**src/rtl/bru_pkg.sv**
```systemverilog
package bru_pkg;
  typedef enum logic [1:0] {
    KIND_BRANCH = 2'b00,
    KIND_JUMP   = 2'b01,
    KIND_CALL   = 2'b10,
    KIND_RETURN = 2'b11
  } br_kind_e;

  typedef enum logic [2:0] {
    COND_EQ     = 3'b000,
    COND_NE     = 3'b001,
    COND_LTZ    = 3'b010,
    COND_GTZ    = 3'b011,
    COND_LEZ    = 3'b100,
    COND_GEZ    = 3'b101,
    COND_EQZ    = 3'b110,
    COND_ALWAYS = 3'b111
  } br_cond_e;

  localparam int unsigned INSTR_BYTES = 4;
endpackage

```
**src/rtl/bru_cond_eval.sv**
```systemverilog
module bru_cond_eval
  import bru_pkg::*;
#(
  parameter int unsigned XLEN = 32
) (
  input  logic [2:0]      cond_i,
  input  logic            diff_sel_i,
  input  logic [XLEN-1:0] opa_i,
  input  logic [XLEN-1:0] opb_i,
  output logic            hit_o
);
  logic [XLEN-1:0] diff;
  logic [XLEN-1:0] test_val;
  logic            neg;
  logic            zero;
  logic            same;
  br_cond_e        cond;

  assign diff     = opa_i - opb_i;
  assign test_val = diff_sel_i ? diff : opa_i;
  assign neg      = test_val[XLEN-1];
  assign zero     = ~|test_val;
  assign same     = (opa_i == opb_i);
  assign cond     = br_cond_e'(cond_i);

  always_comb begin
    unique case (cond)
      COND_EQ:     hit_o = same;
      COND_NE:     hit_o = ~same;
      COND_LTZ:    hit_o = neg;
      COND_GTZ:    hit_o = ~neg & ~zero;
      COND_LEZ:    hit_o = neg | zero;
      COND_GEZ:    hit_o = ~neg;
      COND_EQZ:    hit_o = zero;
      COND_ALWAYS: hit_o = 1'b1;
      default:     hit_o = 1'b0;
    endcase
  end
endmodule

```
**src/rtl/bru_target_gen.sv**
```systemverilog
module bru_target_gen
  import bru_pkg::*;
#(
  parameter int unsigned XLEN            = 32,
  parameter int unsigned OFF_W           = 16,
  parameter int unsigned NUM_DELAY_SLOTS = 2
) (
  input  logic [1:0]       kind_i,
  input  logic [XLEN-1:0]  pc_i,
  input  logic [OFF_W-1:0] offset_i,
  input  logic [XLEN-1:0]  opa_i,
  output logic [XLEN-1:0]  target_o,
  output logic [XLEN-1:0]  link_addr_o
);
  localparam int unsigned EXT_W     = XLEN - OFF_W - 2;
  localparam int unsigned LINK_STEP = INSTR_BYTES * (NUM_DELAY_SLOTS + 1);

  logic [XLEN-1:0] rel_disp;
  logic [XLEN-1:0] rel_target;
  br_kind_e        kind;

  assign kind        = br_kind_e'(kind_i);
  assign rel_disp    = {{EXT_W{offset_i[OFF_W-1]}}, offset_i, 2'b00};
  assign rel_target  = pc_i + XLEN'(INSTR_BYTES) + rel_disp;
  assign link_addr_o = pc_i + XLEN'(LINK_STEP);

  always_comb begin
    if (kind == KIND_RETURN) target_o = {opa_i[XLEN-1:2], 2'b00};
    else                     target_o = rel_target;
  end
endmodule

```
**src/rtl/bru_slot_tracker.sv**
```systemverilog
module bru_slot_tracker #(
  parameter int unsigned NUM_DELAY_SLOTS = 2
) (
  input  logic clk_i,
  input  logic rst_ni,
  input  logic valid_i,
  output logic accept_o
);
  localparam int unsigned CNT_W = $clog2(NUM_DELAY_SLOTS + 1);

  logic [CNT_W-1:0] slots_left_q;

  assign accept_o = valid_i && (slots_left_q == '0);

  always_ff @(posedge clk_i or negedge rst_ni) begin
    if (!rst_ni)                 slots_left_q <= '0;
    else if (accept_o)           slots_left_q <= CNT_W'(NUM_DELAY_SLOTS);
    else if (slots_left_q != '0) slots_left_q <= slots_left_q - 1'b1;
  end
endmodule

```
**src/rtl/bru_branch_unit.sv**
```systemverilog
module bru_branch_unit
  import bru_pkg::*;
#(
  parameter int unsigned XLEN            = 32,
  parameter int unsigned OFF_W           = 16,
  parameter int unsigned NUM_DELAY_SLOTS = 2
) (
  input  logic             clk_i,
  input  logic             rst_ni,
  input  logic             br_valid_i,
  input  logic [1:0]       br_kind_i,
  input  logic [2:0]       br_cond_i,
  input  logic             diff_sel_i,
  input  logic [XLEN-1:0]  pc_i,
  input  logic [OFF_W-1:0] offset_i,
  input  logic [XLEN-1:0]  opa_i,
  input  logic [XLEN-1:0]  opb_i,
  output logic             redirect_o,
  output logic [XLEN-1:0]  target_o,
  output logic             link_we_o,
  output logic [XLEN-1:0]  link_addr_o
);
  logic            cond_hit;
  logic            accept;
  logic            taken;
  logic            is_call;
  logic [XLEN-1:0] target_d;
  logic [XLEN-1:0] link_d;
  br_kind_e        kind;

  assign kind = br_kind_e'(br_kind_i);

  bru_cond_eval #(.XLEN(XLEN)) u_cond (
    .cond_i     (br_cond_i),
    .diff_sel_i (diff_sel_i),
    .opa_i      (opa_i),
    .opb_i      (opb_i),
    .hit_o      (cond_hit)
  );

  bru_target_gen #(
    .XLEN            (XLEN),
    .OFF_W           (OFF_W),
    .NUM_DELAY_SLOTS (NUM_DELAY_SLOTS)
  ) u_tgt (
    .kind_i      (br_kind_i),
    .pc_i        (pc_i),
    .offset_i    (offset_i),
    .opa_i       (opa_i),
    .target_o    (target_d),
    .link_addr_o (link_d)
  );

  bru_slot_tracker #(.NUM_DELAY_SLOTS(NUM_DELAY_SLOTS)) u_slots (
    .clk_i    (clk_i),
    .rst_ni   (rst_ni),
    .valid_i  (br_valid_i),
    .accept_o (accept)
  );

  // only conditional branches consult the comparator
  assign taken   = accept && ((kind != KIND_BRANCH) || cond_hit);
  assign is_call = accept && (kind == KIND_CALL);

  // registered so the strobe lines up with fetch of the last delay slot
  always_ff @(posedge clk_i or negedge rst_ni) begin
    if (!rst_ni) begin
      redirect_o  <= 1'b0;
      target_o    <= '0;
      link_we_o   <= 1'b0;
      link_addr_o <= '0;
    end else begin
      redirect_o  <= taken;
      target_o    <= taken ? target_d : '0;
      link_we_o   <= is_call;
      link_addr_o <= is_call ? link_d : '0;
    end
  end
endmodule

```
**config.mk**
```make
export PLATFORM = sky130hd
export DESIGN_NAME = bru_branch_unit
export DESIGN_NICKNAME = d
export VERILOG_FILES = /design/src/rtl/bru_pkg.sv /design/src/rtl/bru_cond_eval.sv /design/src/rtl/bru_target_gen.sv /design/src/rtl/bru_slot_tracker.sv /design/src/rtl/bru_branch_unit.sv
export SDC_FILE = /design/constraint.sdc
export NUM_CORES = 1
export LEC_CHECK = 0
export BUFFER_PORTS_ARGS = -buffer_cell sky130_fd_sc_hd__buf_2
export CAP_MARGIN = 20
export CORE_ASPECT_RATIO = 0.9
export CORE_MARGIN = 2
export CORE_UTILIZATION = 30
export CTS_BUF_LIST = sky130_fd_sc_hd__clkbuf_2 sky130_fd_sc_hd__clkbuf_4 sky130_fd_sc_hd__clkbuf_8
export DETAILED_ROUTE_END_ITERATION = 12
export MAX_ROUTING_LAYER = met4
export PLACE_DENSITY_LB_ADDON = 0.15
export SYNTH_ARGS = -nofsm -noshare
export SYNTH_HDL_FRONTEND = slang
export SYNTH_SLANG_ARGS = --single-unit
```
**constraint.sdc**
```tcl
create_clock -name clk_i -period 1.5 [get_ports clk_i]
set_input_delay 0.3 -clock clk_i [delete_from_list [all_inputs] [get_ports clk_i]]
set_output_delay 0.3 -clock clk_i [all_outputs]
set_load 0.05 [all_outputs]
```
==> metrics.txt <==
status=finished, violations left; failing checks=setup timing; GPL Wtd Cong=0.894; Yosys top cell by area=dfrtp_1; min Tclk post-route=3.65 ns; Clock Latency Late Sink=0.35 ns; post-route clock skew=0.0126 ns; number of CTS-inserted buffers=9; Tot GR Track Use=0.206; root buf cell=clkbuf_8; final hold vios=0; Die W=164 um; Power, Total=8260 uW; Sink Count=68; Setup Total Neg Slack=-70.77 ns; register area=1700 um^2; Synth Register Bits=68; fillcell total=2259; Worst-path clk slew=0.08 ns; total vias in the final route=7965; maxcap violations=0; hold crit path type=primary input to flip-flop; vias in the first global route=7519; most frequent cell after synthesis=nor2_1; Crit. End Element=flip-flop; critical path arrival=3.92 ns; grt met1 use=0.292; ys flop type=dfrtp_1; area grow syn2layout=59.1%; Hold WS=0.197 ns; Syn Nets=1079; Yosys top cell area share=0.246; unrepaired setup endpoints after global routing=true; pin count of the biggest net entering global routing=69; multi-input gate area in the final layout=5290 um^2; dpl cells=1601; # port buffers=186; ANT cells=0; Area contributors post-synth=dfrtp_1, ha_1, a21oi_1; non-filler cells in the finished layout=1635; Max Root-Sink Buffers=2; WL/cell=15.1 um; final net count=1547; Slew @ Worst Pin=0.703 ns; global-route wire length before repair=38200 um; CP Max Fanout=5; starting DRC count in detailed routing=342; share of cells above drive strength 1=0.424; Post-synth EDFFs=0; Die ar.=24300 um^2; final setup margin=-2.15 ns; P per Cell Area=750 nW/um^2; CP required=1.77 ns; DIE HEIGHT=148 um; GR Util met3=0.0429; Starting Density=0.307; Post-Syn Instances=865; Lkg Pwr=0.00570 uW; row cnt=52; I/O pin count=187; top post-synthesis cells by count=nor2_1, ha_1, a21oi_1; GRT Max-Usage Layer=met2; critical path class=primary input to flip-flop; VDD IR max=0.566 mV; sequential area share after synthesis=0.246; grt ovf=0; antenna violations before repair=0; Final Slew Violations=0; CTS tree=yes; period utilization=2.43; synth unique cells=68; Synth Area per Inst=8.00 um^2; hpwl dp=20200 um; number of detailed-route iterations in the first pass=4; # setup viols final=47; Slew headroom=0.530; Synth Cell Area=6920 um^2; asr flop ratio synth=1.00; H-tree depth=3; CP startpoint kind=primary input; Vias/cell=4.87; Post-route DRC=0; Core Area=22600 um^2; number of synthesis warnings=0; Routed Antenna Nets=0; GR Util met2=0.315; Total Wirelength=24700 um; f_max=0.274 GHz
final cells by class:
class | count | share of cell area
clock buffers | 10 | 0.0119
inverters | 51 | 0.0185
repair buffers | 478 | 0.295
well taps | 297 | 0.0337
multi-input cells | 725 | 0.480
flip-flops and latches | 68 | 0.155
clock inverters | 6 | 0.00591
sequential cells by signal, summed over array words and instances (netlist names):
name	count
link_addr_o	32
link_we_o	1
redirect_o	1
target_o	32
u_slots.slots_left_q	2
routing by layer:
metal | share of wire | wire (um) | up-vias
met3 | 0.061 | 1500 | 9
met2 | 0.44 | 10800 | 190
met4 | 0.0034 | 85 | 0
met1 | 0.50 | 12300 | 3689
met5 | 0 | 0 | -
li1 | - | - | 4077
metrics by stage:
stage | setup slack [ns] | instance area [um^2] | util
2_1_floorplan | -2.10 | 7070 | -
3_5_place_dp | -2.63 | 10400 | 0.460
5_1_grt | -2.23 | 11000 | 0.488
3_3_place_gp | -2.53 | 10400 | 0.460
6_report | -2.15 | 11000 | 0.488
4_1_cts | -2.12 | 10800 | 0.478
worst paths after layout:
path                                         start                 endpoint  slack (ns)  cells past startpoint
max in group asynchronous                   rst_ni             target_o[10]        0.69                      3
setup / recovery                          opa_i[0]              target_o[5]       -2.15                     16
min in group asynchronous                   rst_ni          link_addr_o[31]        0.50                      3
setup reg to reg           u_slots.slots_left_q[0]              target_o[5]        0.02                      5
hold / removal                             pc_i[1]              target_o[1]        0.20                      3
hold reg to reg            u_slots.slots_left_q[0]  u_slots.slots_left_q[0]        0.49                      1
where the power goes:
group	switching, uW	internal (uW)
clock network	762	787
logic	2590	2000
registers	86.8	2020
cells in the final DEF, fill, tap and decap left out, types with 33 or more instances in the layout:
cell,n
buf_4,281
buf_2,181
nor2_1,94
ha_1,87
a21oi_1,74
nand2_1,73
dfrtp_1,68
inv_1,49
xor2_1,43
o21ai_0,33
cell families (layout without fill, tap and decap cells):
logic type      Yosys count  in the layout  share of synthesized area
simple gates            320            320                      0.222
compound gates          237            241                      0.228
fa+ha+maj                93             93                      0.170
buf+inv                  76            545                     0.0441
xor+xnor                 70             70                     0.0886
flops                    68             68                      0.246
mux                       1              1                    0.00163
worst max-delay path, stage by stage:
cell and delay [ns]:
buf_12 0.11, inv_12 0.04, ha_4 0.12, inv_2 0.03, fa_2 0.35, a21oi_2 0.15, o21a_1 0.16, o221ai_2 0.13
o311a_1 0.34, or4b_4 0.51, o311ai_4 0.08, a31oi_1 0.11, a2111o_1 0.45, or4_4 0.51, a31o_4 0.32, a211oi_2 0.19
what timing repair did:
action | 4_1_cts | 5_1_grt
hold endpoints to repair | 68 | 0
setup endpoints to repair | 48 | 48
pin swaps | 17 | 22
resized for setup | 25 | 31
hold buffers | 1 | 0
cloned | 3 | 1
buffers inserted | 7 | 6
Note: power is estimated with default switching activity, not from simulation.
